===== config.mk =====
export PLATFORM = sky130hd
export DESIGN_NAME = cons_ptr_port
export DESIGN_NICKNAME = d
export VERILOG_FILES = /design/src/rtl/cons_ptr_pkg.sv /design/src/rtl/cons_rx_fifo.sv /design/src/rtl/cons_ptr_ctrl.sv /design/src/rtl/cons_ptr_port.sv
export SDC_FILE = /design/constraint.sdc
export NUM_CORES = 1
export LEC_CHECK = 0
export ABC_AREA = 1
export BUFFER_PORTS_ARGS = -buffer_cell sky130_fd_sc_hd__buf_2
export CAP_MARGIN = 40
export CORE_ASPECT_RATIO = 1.4
export CORE_UTILIZATION = 25
export CTS_CLUSTER_SIZE = 12
export DETAILED_ROUTE_END_ITERATION = 16
export SLEW_MARGIN = 20
export SYNTH_ARGS = -nofsm -noshare
export SYNTH_HDL_FRONTEND = slang
export SYNTH_HIERARCHICAL = 1
export SYNTH_SLANG_ARGS = --single-unit

===== constraint.sdc =====
create_clock -name clk_i -period 3.2 [get_ports clk_i]
set_input_delay 0 -clock clk_i [delete_from_list [all_inputs] [get_ports clk_i]]
set_output_delay 0 -clock clk_i [all_outputs]
set_load 0.02 [all_outputs]

===== src/rtl/cons_ptr_pkg.sv =====
package cons_ptr_pkg;
  localparam int unsigned BYTE_W = 8;
  localparam logic [BYTE_W-1:0] CMD_TX_ACK = 8'h28;
  localparam logic [BYTE_W-1:0] PTR_CAUSE  = 8'h03;
  localparam logic [BYTE_W-1:0] CAUSE_TX   = 8'h10;
  localparam logic [BYTE_W-1:0] CAUSE_RX   = 8'h20;
  localparam logic [BYTE_W-1:0] STAT_BASE  = 8'h04;
  typedef enum logic {SEL_CMD = 1'b0, SEL_DATA = 1'b1} reg_sel_e;
endpackage


===== src/rtl/cons_rx_fifo.sv =====
module cons_rx_fifo #(
  parameter int unsigned W     = 8,
  parameter int unsigned DEPTH = 4
) (
  input  logic         clk_i,
  input  logic         rst_ni,
  input  logic         push_i,
  input  logic [W-1:0] data_i,
  input  logic         pop_i,
  output logic [W-1:0] head_o,
  output logic         empty_o,
  output logic         full_o,
  output logic         last_o
);
  localparam int unsigned AW = (DEPTH > 1) ? $clog2(DEPTH) : 1;
  localparam int unsigned CW = $clog2(DEPTH + 1);

  logic [W-1:0]  mem [DEPTH];
  logic [AW-1:0] wr_q, rd_q;
  logic [CW-1:0] cnt_q;
  logic          do_push, do_pop;

  assign empty_o = (cnt_q == '0);
  assign full_o  = (cnt_q == CW'(DEPTH));
  assign last_o  = (cnt_q == CW'(1));
  assign head_o  = mem[rd_q];
  assign do_push = push_i && !full_o;
  assign do_pop  = pop_i && !empty_o;

  always_ff @(posedge clk_i) begin
    if (do_push) mem[wr_q] <= data_i;
  end

  always_ff @(posedge clk_i or negedge rst_ni) begin
    if (!rst_ni) begin
      wr_q  <= '0;
      rd_q  <= '0;
      cnt_q <= '0;
    end else begin
      if (do_push) wr_q <= (wr_q == AW'(DEPTH - 1)) ? '0 : wr_q + 1'b1;
      if (do_pop)  rd_q <= (rd_q == AW'(DEPTH - 1)) ? '0 : rd_q + 1'b1;
      case ({do_push, do_pop})
        2'b10:   cnt_q <= cnt_q + 1'b1;
        2'b01:   cnt_q <= cnt_q - 1'b1;
        default: cnt_q <= cnt_q;
      endcase
    end
  end

  AST_NO_OVERFLOW: assert property (@(posedge clk_i) disable iff (!rst_ni)
    push_i |-> !full_o) else $error("push into full buffer");
endmodule


===== src/rtl/cons_ptr_ctrl.sv =====
module cons_ptr_ctrl
  import cons_ptr_pkg::*;
(
  input  logic              clk_i,
  input  logic              rst_ni,
  input  logic              req_i,
  input  logic              we_i,
  input  logic              sel_i,
  input  logic [BYTE_W-1:0] wdata_i,
  input  logic              rx_push_i,
  input  logic              empty_i,
  input  logic              last_i,
  input  logic [BYTE_W-1:0] head_i,
  output logic              pop_o,
  output logic              rvalid_o,
  output logic [BYTE_W-1:0] rdata_o,
  output logic              tx_valid_o,
  output logic [BYTE_W-1:0] tx_data_o,
  output logic              irq_o,
  output logic              err_o
);
  logic [BYTE_W-1:0] ptr_q, rd_mux;
  logic tx_st_q, rx_st_q;
  logic cmd_wr, cmd_rd, dat_wr, dat_rd, cause_rd, ack_wr, bad;

  assign cmd_wr   = req_i &&  we_i && (sel_i == SEL_CMD);
  assign cmd_rd   = req_i && !we_i && (sel_i == SEL_CMD);
  assign dat_wr   = req_i &&  we_i && (sel_i == SEL_DATA);
  assign dat_rd   = req_i && !we_i && (sel_i == SEL_DATA);
  assign cause_rd = cmd_rd && (ptr_q == PTR_CAUSE);
  assign ack_wr   = cmd_wr && (wdata_i == CMD_TX_ACK);
  assign pop_o    = dat_rd && !empty_i;
  assign irq_o    = tx_st_q || rx_st_q;

  always_comb begin
    if (sel_i == SEL_DATA)  rd_mux = empty_i ? '0 : head_i;
    else if (ptr_q == PTR_CAUSE)
      rd_mux = tx_st_q ? CAUSE_TX : (rx_st_q ? CAUSE_RX : '0);
    else                    rd_mux = STAT_BASE | {{(BYTE_W-1){1'b0}}, rx_st_q};
  end

  // misuse: ack with nothing pending, empty pop, cause read with no cause
  assign bad = (ack_wr && !tx_st_q) || (dat_rd && empty_i) ||
               (cause_rd && !tx_st_q && !rx_st_q);

  always_ff @(posedge clk_i or negedge rst_ni) begin
    if (!rst_ni) begin
      ptr_q      <= '0;
      tx_st_q    <= 1'b0;
      rx_st_q    <= 1'b0;
      rvalid_o   <= 1'b0;
      rdata_o    <= '0;
      tx_valid_o <= 1'b0;
      tx_data_o  <= '0;
      err_o      <= 1'b0;
    end else begin
      if (cmd_wr)        ptr_q <= wdata_i;
      else if (cause_rd) ptr_q <= '0;
      if (dat_wr)        tx_st_q <= 1'b1;
      else if (ack_wr)   tx_st_q <= 1'b0;
      if (rx_push_i)                        rx_st_q <= 1'b1;
      else if (dat_rd && (empty_i || last_i)) rx_st_q <= 1'b0;
      rvalid_o   <= req_i && !we_i;
      if (req_i && !we_i) rdata_o <= rd_mux;
      tx_valid_o <= dat_wr;
      if (dat_wr) tx_data_o <= wdata_i;
      err_o      <= bad;
    end
  end

  AST_PTR_LOAD: assert property (@(posedge clk_i) disable iff (!rst_ni)
    cmd_wr |=> ptr_q == $past(wdata_i)) else $error("ptr load");
  AST_ACK_CLEARS_TX: assert property (@(posedge clk_i) disable iff (!rst_ni)
    ack_wr |=> !tx_st_q) else $error("ack");
  AST_CAUSE_CONSUMES: assert property (@(posedge clk_i) disable iff (!rst_ni)
    cause_rd |=> (ptr_q == '0) && rvalid_o) else $error("cause ptr");
  AST_TX_RAISES_IRQ: assert property (@(posedge clk_i) disable iff (!rst_ni)
    dat_wr |=> tx_valid_o && irq_o) else $error("tx");
  AST_EMPTY_READ_ERR: assert property (@(posedge clk_i) disable iff (!rst_ni)
    (dat_rd && empty_i) |=> err_o && (rdata_o == '0)) else $error("empty rd");
  AST_RX_RAISES_IRQ: assert property (@(posedge clk_i) disable iff (!rst_ni)
    rx_push_i |=> irq_o) else $error("rx");
endmodule


===== src/rtl/cons_ptr_port.sv =====
module cons_ptr_port
  import cons_ptr_pkg::*;
#(
  parameter int unsigned DEPTH = 4
) (
  input  logic              clk_i,
  input  logic              rst_ni,
  input  logic              req_i,
  input  logic              we_i,
  input  logic              sel_i,
  input  logic [BYTE_W-1:0] wdata_i,
  output logic              rvalid_o,
  output logic [BYTE_W-1:0] rdata_o,
  input  logic              rx_valid_i,
  input  logic [BYTE_W-1:0] rx_data_i,
  output logic              rx_ready_o,
  output logic              tx_valid_o,
  output logic [BYTE_W-1:0] tx_data_o,
  output logic              irq_o,
  output logic              err_o
);
  logic rx_push, pop, empty, full, last;
  logic [BYTE_W-1:0] head;

  assign rx_ready_o = !full;
  assign rx_push    = rx_valid_i && rx_ready_o;

  cons_rx_fifo #(.W(BYTE_W), .DEPTH(DEPTH)) u_rx_fifo (
    .clk_i, .rst_ni, .push_i(rx_push), .data_i(rx_data_i), .pop_i(pop),
    .head_o(head), .empty_o(empty), .full_o(full), .last_o(last)
  );

  cons_ptr_ctrl u_ctrl (
    .clk_i, .rst_ni, .req_i, .we_i, .sel_i, .wdata_i,
    .rx_push_i(rx_push), .empty_i(empty), .last_i(last), .head_i(head),
    .pop_o(pop), .rvalid_o, .rdata_o, .tx_valid_o, .tx_data_o, .irq_o, .err_o
  );

  AST_FULL_BLOCKS_RX: assert property (@(posedge clk_i) disable iff (!rst_ni)
    (full && rx_valid_i && !pop) |=> !rx_ready_o) else $error("full");
endmodule


# Yosys cells after proc, flatten, opt, wreduce, memory -nomap -nowiden
# Memory sizes are Yosys's and may differ from the RTL's.
# Cells that the tools add are included.
[totals]
reg_bits = 36
ramBits = 32
in_bits = 22
elab_cells = 72
n_memories = 1
[classes]
add_sub_neg = 4
n_eq_ne = 8
muxes = 16
n_bitwise = 1
reduce_logical = 31
[memory_table]
columns = ["name", "words", "width", "read_ports", "rd_ports_with_merged_regs", "wr", "line_no", "rtl"]
rows = [
  ["u_rx_fifo.mem", 4, 8, 1, 0, 1, "cons_rx_fifo.sv:18", "logic [W-1:0] mem [DEPTH];"],
]
[ops]
columns = ["op", "count"]
rows = [
  ["$mux 8", 6],
  ["$logic_and 1x1->1", 17],
  ["$eq 8x2->1 const B", 1],
  ["$eq 8x6->1 const B", 1],
  ["$reduce_bool 2->1", 4],
  ["$eq 2x2->1 const B", 3],
  ["$mux 1", 6],
  ["$mux 6", 1],
  ["$pmux 3 s2", 1],
  ["$logic_not 1->1", 5],
  ["$add 2x1->2 const B", 2],
  ["$logic_or 1x1->1", 4],
  ["$mux 2", 2],
  ["$add 3x1->3 const B", 1],
  ["$eq 3x1->1 const B", 1],
  ["$eq 3x3->1 const B", 1],
  ["$logic_not 3->1", 1],
  ["$sub 3x1->3 const B", 1],
  ["$eq 2x1->1 const B", 1],
  ["$not 1->1", 1],
]

# Logic depth before layout (Yosys ltp)
# Gate-level depths: netlist (run 1).
[logic_depth]
ltp_word = 7
mapped_depth = 16

# Cells and area by module
# Netlist (run 1), hierarchy kept.
[modules_own_cells]
columns = ["mod", "n_inst", "cells_each", "area_per_inst_um2"]
rows = [
  ["cons_rx_fifo", 1, 153, 1764.2],
  ["cons_ptr_ctrl", 1, 159, 1293.7],
  ["cons_ptr_port", 1, 3, 13.8],
]

# Least setup slack after synthesis (run 1)
# No wires, ideal clock.
[synth_path]
kind = "register to register"
start = "register u_rx_fifo.cnt_q[0]"
end = "register u_rx_fifo.cnt_q[2]"
arrival_ps = 1805
t_required_ps = 3087
path_slack_ps = 1283
stages_incl_launch_ff = 15
period_less_slack_ps = 1917
path_cell_list = "dfrtp_1 > inv_1 > ha_1 > inv_1 > nor2_1 > inv_1 > nand3_1 > inv_2 > o21ai_2 > inv_1 > ha_1 > nor2_1 > nand3_1 > nand2_1 > inv_1"
[synth_between]
elab_chain_len = 6
elab_cells_between_ends = 14
[synth_rtl]
columns = ["item", "line_no", "rtl"]
rows = [
  ["from (decl)", "cons_rx_fifo.sv:20", "logic [CW-1:0] cnt_q;"],
  ["from (signal assigned)", "cons_rx_fifo.sv:43", "2'b10: cnt_q <= cnt_q + 1'b1;"],
  ["from (signal assigned)", "cons_rx_fifo.sv:44", "2'b01: cnt_q <= cnt_q - 1'b1;"],
  ["from (signal assigned)", "cons_rx_fifo.sv:45", "default: cnt_q <= cnt_q;"],
  ["$logic_not 3->1 *", "cons_rx_fifo.sv:23", "assign empty_o = (cnt_q == '0);"],
  ["named net empty", "cons_ptr_port.sv:22", "logic rx_push, pop, empty, full, last;"],
  ["$logic_not 1->1 *", "cons_ptr_ctrl.sv:32", "assign pop_o = dat_rd && !empty_i;"],
  ["$logic_and 1x1->1 *", "cons_ptr_ctrl.sv:32", ""],
  ["named net pop", "cons_ptr_port.sv:22", ""],
  ["$logic_and 1x1->1 *", "cons_rx_fifo.sv:28", "assign do_pop = pop_i && !empty_o;"],
  ["named net u_rx_fifo.do_pop", "cons_rx_fifo.sv:21", "logic do_push, do_pop;"],
  ["$eq 2x1->1 or $eq 2x2->1 (tied branches)", "cons_rx_fifo.sv:42", "case ({do_push, do_pop})"],
  ["$pmux 3 s2 or $reduce_bool 2->1 (tied branches)", "n/a", ""],
]
# The timed path passes the listed nets; every way through them passes the cells marked *.
# A chain may end at the register's enable or synchronous reset.

# Worst setup path in the final report (run 1)
# Ends and elaborated chain as after synthesis.

==> run_results.csv, run 1 <==
group,metric,value,unit
floorplanning,start_util,25.9,%
cells_and_area,utilization,33.4,%
pwr,vdd_ir_drop_max,0.285,mV
clocking,clock_path_buffers,2,
outcome,status,"completed",
pwr,power.density,813,nW/µm²
cells_and_area,drive_above_1_share,20.2,%
logic_synthesis,syn-cell-area,3070,µm²
route,first_pass_iters,5,
logic_synthesis,syn_area_per_cell,9.75,µm²
worst_hold_path,hold_class,"in2reg",
cells_and_area,nets,414,
setup_path,endpoint_kind,"register",
floorplanning,row_count,47,
clocking,clock-root-buffer,"clkbuf_16",
route,route.detailed.drc,0,
route,routed_via_density,4.22,
logic_synthesis,yosysWarnings,6,
job,maxCapViolCount,0,
global_routing,grt_pass1_vias,2212,
timing,tightest_slew,684,ps
route,drt_iter0_drc,102,
logic_synthesis,ys_types,27,
pwr,p_leak,1.86,nW
placement,port_buffers,42,
global_routing,antenna_found_initial,0,
route,vias,2256,
timing,slew_headroom,54.4,%
floorplanning,die_height,133,µm
setup_path,required,3430,ps
timing,slew_viol_final,0,
route,postRouteAntennaNets,0,
logic_synthesis,syn-instance-count,315,
clocking,htree_levels,3,
floorplanning,die-area,12700,µm²
cells_and_area,mostFrequentLayoutCell,"nand2_1",
logic_synthesis,yosysTopAreaCell,"edfxtp_1",
cells_and_area,fill_cells,1195,
timing,fin_tns_setup,0,ps
global_routing,gr-total-overflow,0,
placement,detailed_place_hpwl,4640,µm
timing,finalCritPeriodShare,67.2,%
timing,rsz0062_at_grt,"no",
clocking,worstSkewPairLatency,330,ps
cells_and_area,final_cell_mix,"79 x nand2_1, 42 x buf_2, 41 x nor2_1, 38 x inv_1, 36 x dfrtp_1",
logic_synthesis,yosys-top-cells-area,"edfxtp_1 31%, dfrtp_1 29%, nand2_1 9.7%",
setup_path,start_kind,"register",
logic_synthesis,synth_top_area_share,31.3,%
cells_and_area,fin_area,3970,µm²
clocking,tritoncts,"done",
timing,setup_viol_count_final,0,
global_routing,grt_max_degree,28,
setup_path,arrival,2380,ps
setup_path,worstSetupPathType,"reg2reg",
clocking,cts_made_buffers,9,
logic_synthesis,syn_nets,347,
floorplanning,fp.coreArea,11900,µm²
floorplanning,die_width,95.7,µm
timing,finalHoldViolations,0,
setup_path,path_max_fanout,8,
global_routing,grt_pass1_wl,10500,µm
clocking,cts_setup_buffers,0,
logic_synthesis,ys_seq_elements,68,
route,routed_wl,6260,µm
logic_synthesis,ys_seq_area_share,60.6,%
clocking,clock-sinks,68,
floorplanning,io_pins,43,
placement,dpl_cell_area,3430,µm²
placement,routabilityCongestion,0.786,
timing,finalCriticalPeriod,2150,ps
timing,hold_slack,38.4,ps
timing,max_freq,0.465,GHz
cells_and_area,syn2layout_area_growth,29.2,%
clocking,path_clk_slew,60,ps
cells_and_area,antenna_cells,0,
route,post_drt_wl_per_cell,11.7,µm
timing,finClkSkew,6.50,ps
global_routing,track_usage,10.9,%
-- state kept, by name, summed over array words and instances, names as in the netlist, 2 cells and up --
name / count
u_rx_fifo/wr_q: 2
u_ctrl/ptr_q: 8
u_rx_fifo/mem: 32
u_rx_fifo/cnt_q: 3
u_rx_fifo/rd_q: 2
u_ctrl/rdata_o: 8
u_ctrl/tx_data_o: 8
-- per-stage QoR --
stage / power (mW) / setup WS, ps / std cells
after floorplan: 1.89 / 1280 / 315
after global placement: 2.08 / 1150 / 498
after detailed placement: 2.10 / 1070 / 499
after CTS: 3.27 / 1040 / 534
after global routing: 3.45 / 763 / 534
final: 3.23 / 1050 / 534
-- repair_timing --
action / 4_1_cts / 5_1_grt
hold buffers: 19 / 0
hold endpoints to repair: 85 / 0
gates resized for setup: 0 / 0
-- power breakdown --
part / switching, mW / internal (mW)
logic: 0.533 / 0.307
clock network: 0.371 / 0.765
registers: 0.137 / 1.11
total: 1.04 / 2.19
-- cell type report --
type | instances | area [µm²] | area share, %
clock buffers | 9 | 225 | 5.68
inverters | 41 | 156 | 3.94
multi-input cells | 200 | 996 | 25.1
repair buffers | 62 | 420 | 10.6
well taps | 147 | 184 | 4.64
flip-flops and latches | 68 | 1860 | 46.9
clock inverters | 7 | 124 | 3.12
-- logic make-up (layout without fill, tap and decap cells) --
group	Yosys count	count (layout)	synth area share, %
xor gates and xnor gates	2	2	0.570
DFF	68	68	60.6
and+or+nand+nor	155	155	21.8
AOI/OAI and AO/OA	33	33	5.95
adders and majority gates	10	10	4.07
buffers and inverters	47	119	6.97
-- cells in the mapped netlist, drive strengths merged --
master,instances
o21ai,31
nor2,47
nand3,23
xnor2,2
buf,6
edfxtp,32
inv,41
o21bai,1
a21oi,1
or2,1
ha,10
dfrtp,36
nand2,82
nor3,2
-- per-layer routing --
metal / track usage [%] / routed length [µm] / vias to the layer above
met1: 13.1 / 2780 / 1056
met3: 3.60 / 329 / 9
met2: 17.9 / 3060 / 52
met4: 4.23 / 94 / 0
li1: - / - / 1139
met5: 0 / 0 / -
-- path summary, 6_finish.rpt --
| path | from | to | slack (ps) | depth (start not counted) |
|---|---|---|---|---|
| worst max-delay path | u_rx_fifo/cnt_q[0]$_DFFE_PN0P_ | u_rx_fifo/cnt_q[2]$_DFFE_PN0P_ | 1050 | 14 |
| worst min-delay path | sel_i | u_ctrl/err_o$_DFF_PN0_ | 40 | 3 |
| worst max register to register | u_rx_fifo/cnt_q[0]$_DFFE_PN0P_ | u_rx_fifo/cnt_q[2]$_DFFE_PN0P_ | 1050 | 14 |
| worst min register to register | u_ctrl/tx_data_o[5]$_DFFE_PN0P_ | u_ctrl/tx_data_o[5]$_DFFE_PN0P_ | 480 | 2 |
| max in group asynchronous | rst_ni | u_ctrl/tx_data_o[1]$_DFFE_PN0P_ | 2670 | 3 |
| min in group asynchronous | rst_ni | u_rx_fifo/cnt_q[0]$_DFFE_PN0P_ | 90 | 2 |
-- worst max-delay path, stage by stage, from the launching register on --
cell	delay, ps
dfrtp_1	420
inv_1	100
ha_1	190
inv_1	70
nor2_1	160
inv_1	60
nand3_1	100
inv_2	90
o21ai_2	100
inv_1	90
ha_1	350
nor2_1	140
nand3_1	80
nand2_1	70
inv_1	30
No activity file was read; power rests on OpenSTA's default activity.
==> run 2, diff against run 1 <==
==> constraint.sdc (replaced) <==
create_clock -name clk_i -period 2 [get_ports clk_i]
set_input_delay 0 -clock clk_i [delete_from_list [all_inputs] [get_ports clk_i]]
set_output_delay 0 -clock clk_i [all_outputs]
set_load 0.02 [all_outputs]
==> run 2 against run 1 <==
  * Final area increased by 0.54%
  * Clock skew shrank 1.7 ps
  * Sequential cell count unchanged
  * Global-route usage grew 0.13 points
  * Combinational power rose by 79%
  * Clock power grew 32%
  * Sequential share of layout area decreased by 0.25 points
  * Critical path depth increased by 1
  * Final cell count grew 1.7%
  * First-iteration DRC count decreased by 37%
  * Register-to-register slack got worse by 880 ps
  * Via count rose by 1.6%
==> run_results.csv, run 2 (synthesis results as in run 1) <==
group,metric,value,unit
timing,finalHoldViolations,0,
global_routing,grt_pass1_wl,10600,µm
clocking,worstSkewPairLatency,330,ps
global_routing,use_met3,3.37,%
cells_and_area,fill_cells,1228,
global_routing,use_met2,19.1,%
pwr,p_total,4.98,mW
clocking,clock-sinks,68,
route,postRouteAntennaNets,0,
cells_and_area,stdcell_count,543,
setup_path,arrival,2060,ps
cells_and_area,regMostFlops,"u_rx_fifo/mem",
route,post_drt_wl_per_cell,11.8,µm
timing,rsz0062_at_grt,"no",
global_routing,gr-total-overflow,0,
floorplanning,start_util,25.9,%
placement,port_buffers,42,
timing,setup_viol_count_final,0,
pwr,p_leak,1.87,nW
clocking,cts_setup_buffers,0,
cells_and_area,largest_reg_flops,32,
placement,routabilityCongestion,0.795,
cells_and_area,nets,423,
global_routing,track_usage,11.1,%
setup_path,required,2230,ps
global_routing,grtUsageMet1,12.0,%
route,routed_via_density,4.22,
floorplanning,die_width,95.7,µm
clocking,htree_levels,3,
setup_path,worstSetupPathType,"reg2reg",
timing,finalCritPeriodShare,91.7,%
floorplanning,fp.coreArea,11900,µm²
outcome,status,"completed",
timing,slew_viol_final,0,
floorplanning,die_height,133,µm
clocking,clock-root-buffer,"clkbuf_16",
setup_path,endpoint_kind,"register",
global_routing,grt-busiest-layer,"met2",
cells_and_area,mostFrequentLayoutCell,"nand2_1",
cells_and_area,antenna_cells,0,
clocking,tritoncts,"done",
pwr,power.density,1250,nW/µm²
setup_path,path_max_fanout,5,
pwr,vdd_ir_drop_max,0.363,mV
global_routing,grt_pass1_vias,2296,
clocking,path_clk_slew,50,ps
cells_and_area,final_cell_mix,"79 x nand2_1, 42 x buf_2, 40 x nor2_1, 36 x inv_1, 36 x dfrtp_1",
clocking,cts_made_buffers,9,
global_routing,antenna_found_initial,0,
setup_path,rrSetupSlack,170,ps
timing,finalCriticalPeriod,1830,ps
placement,place_ws,-8.16,ps
cells_and_area,syn2layout_area_growth,29.9,%
job,maxCapViolCount,0,
route,drt_iter0_drc,64,
route,route.detailed.drc,0,
floorplanning,row_count,47,
timing,max_freq,0.545,GHz
clocking,clock_path_buffers,2,
route,vias,2291,
timing,fin_ws,166,ps
route,routed_wl,6430,µm
timing,slew_headroom,76.3,%
floorplanning,die-area,12700,µm²
timing,tightest_slew,356,ps
route,first_pass_iters,5,
cells_and_area,drive_above_1_share,22.7,%
setup_path,start_kind,"register",
placement,dp.cells,507,
worst_hold_path,hold_class,"in2async",
placement,detailed_place_hpwl,4640,µm
global_routing,grt_max_degree,37,
timing,hold_slack,36.8,ps
timing,finClkSkew,4.81,ps
cells_and_area,utilization,33.6,%
floorplanning,io_pins,43,
run 2: cell types whose count changed in the layout (fill, tap and decap cells not counted), moves of 2 or more:
| cell | change |
|---|---|
| inv_1 | -2 |
| bufinv_16 | -2 |
| clkinv_2 | +3 |
| buf_4 | +9 |
| clkinv_4 | -2 |
| ha_1 | -2 |
| clkbuf_1 | +2 |
| inv_2 | +2 |
run 2: worst paths after layout:
check | to | cells after the start | start
max reg2reg | u_rx_fifo/cnt_q[2]$_DFFE_PN0P_ | 15 | u_rx_fifo/cnt_q[1]$_DFFE_PN0P_
min | u_rx_fifo/cnt_q[0]$_DFFE_PN0P_ | 2 | rst_ni
min in group clk_i | u_ctrl/err_o$_DFF_PN0_ | 3 | sel_i
max | u_rx_fifo/cnt_q[2]$_DFFE_PN0P_ | 15 | u_rx_fifo/cnt_q[1]$_DFFE_PN0P_
max in group asynchronous | u_ctrl/tx_data_o[1]$_DFFE_PN0P_ | 3 | rst_ni
min reg2reg | u_ctrl/rdata_o[3]$_DFFE_PN0N_ | 2 | u_ctrl/rdata_o[3]$_DFFE_PN0N_
run 2: layout make-up:
cell class	count	area [µm²]	share of cell area [%]
sequential	68	1860	46.7
multi-input combinational	200	1010	25.4
timing repair buffer	71	488	12.2
clock buffer	11	233	5.83
tap	147	184	4.61
inverter	41	156	3.92
clock inverter	5	52.6	1.32
run 2: timing repair:
item / in CTS / in global routing
pin swaps: 0 / 0
hold buffers: 19 / 0
resized for setup: 1 / 4
endpoints found under the hold margin: 85 / 0
endpoints found under the setup margin: 1 / 1
run 2: layer usage:
metal	share of wire [%]	wire, µm
met1	42	2690
met3	4.2	268
met4	2.2	143
met2	52	3330
met5	0	0
run 2: through the flow:
step | TNS [ps] | cell area [µm²]
CTS | 0 | 3960
floorplan | 0 | 3070
detailed placement | -8.16 | 3480
global route | 0 | 3990
finish | 0 | 3990
global placement | 0 | 3480
run 2: worst max-delay path, cell delays in order (launching register included):
cell and delay (ps):
dfrtp_1 400, inv_2 90, ha_2 180, inv_1 70, nor2_2 90, inv_1 40, nand3_1 100, inv_2 50
o21ai_2 90, inv_2 70, ha_4 290, inv_1 40, nand3_1 70, nand2_1 50, nand2_1 50, inv_1 40
run 2: power breakdown:
part           switching [mW]  internal (mW)  leakage (nW)  total (mW)
clock                   0.551          0.957         0.139        1.51
combinational           0.928          0.576         0.996        1.50
sequential              0.184           1.78         0.735        1.96
total                    1.66           3.31          1.87        4.98
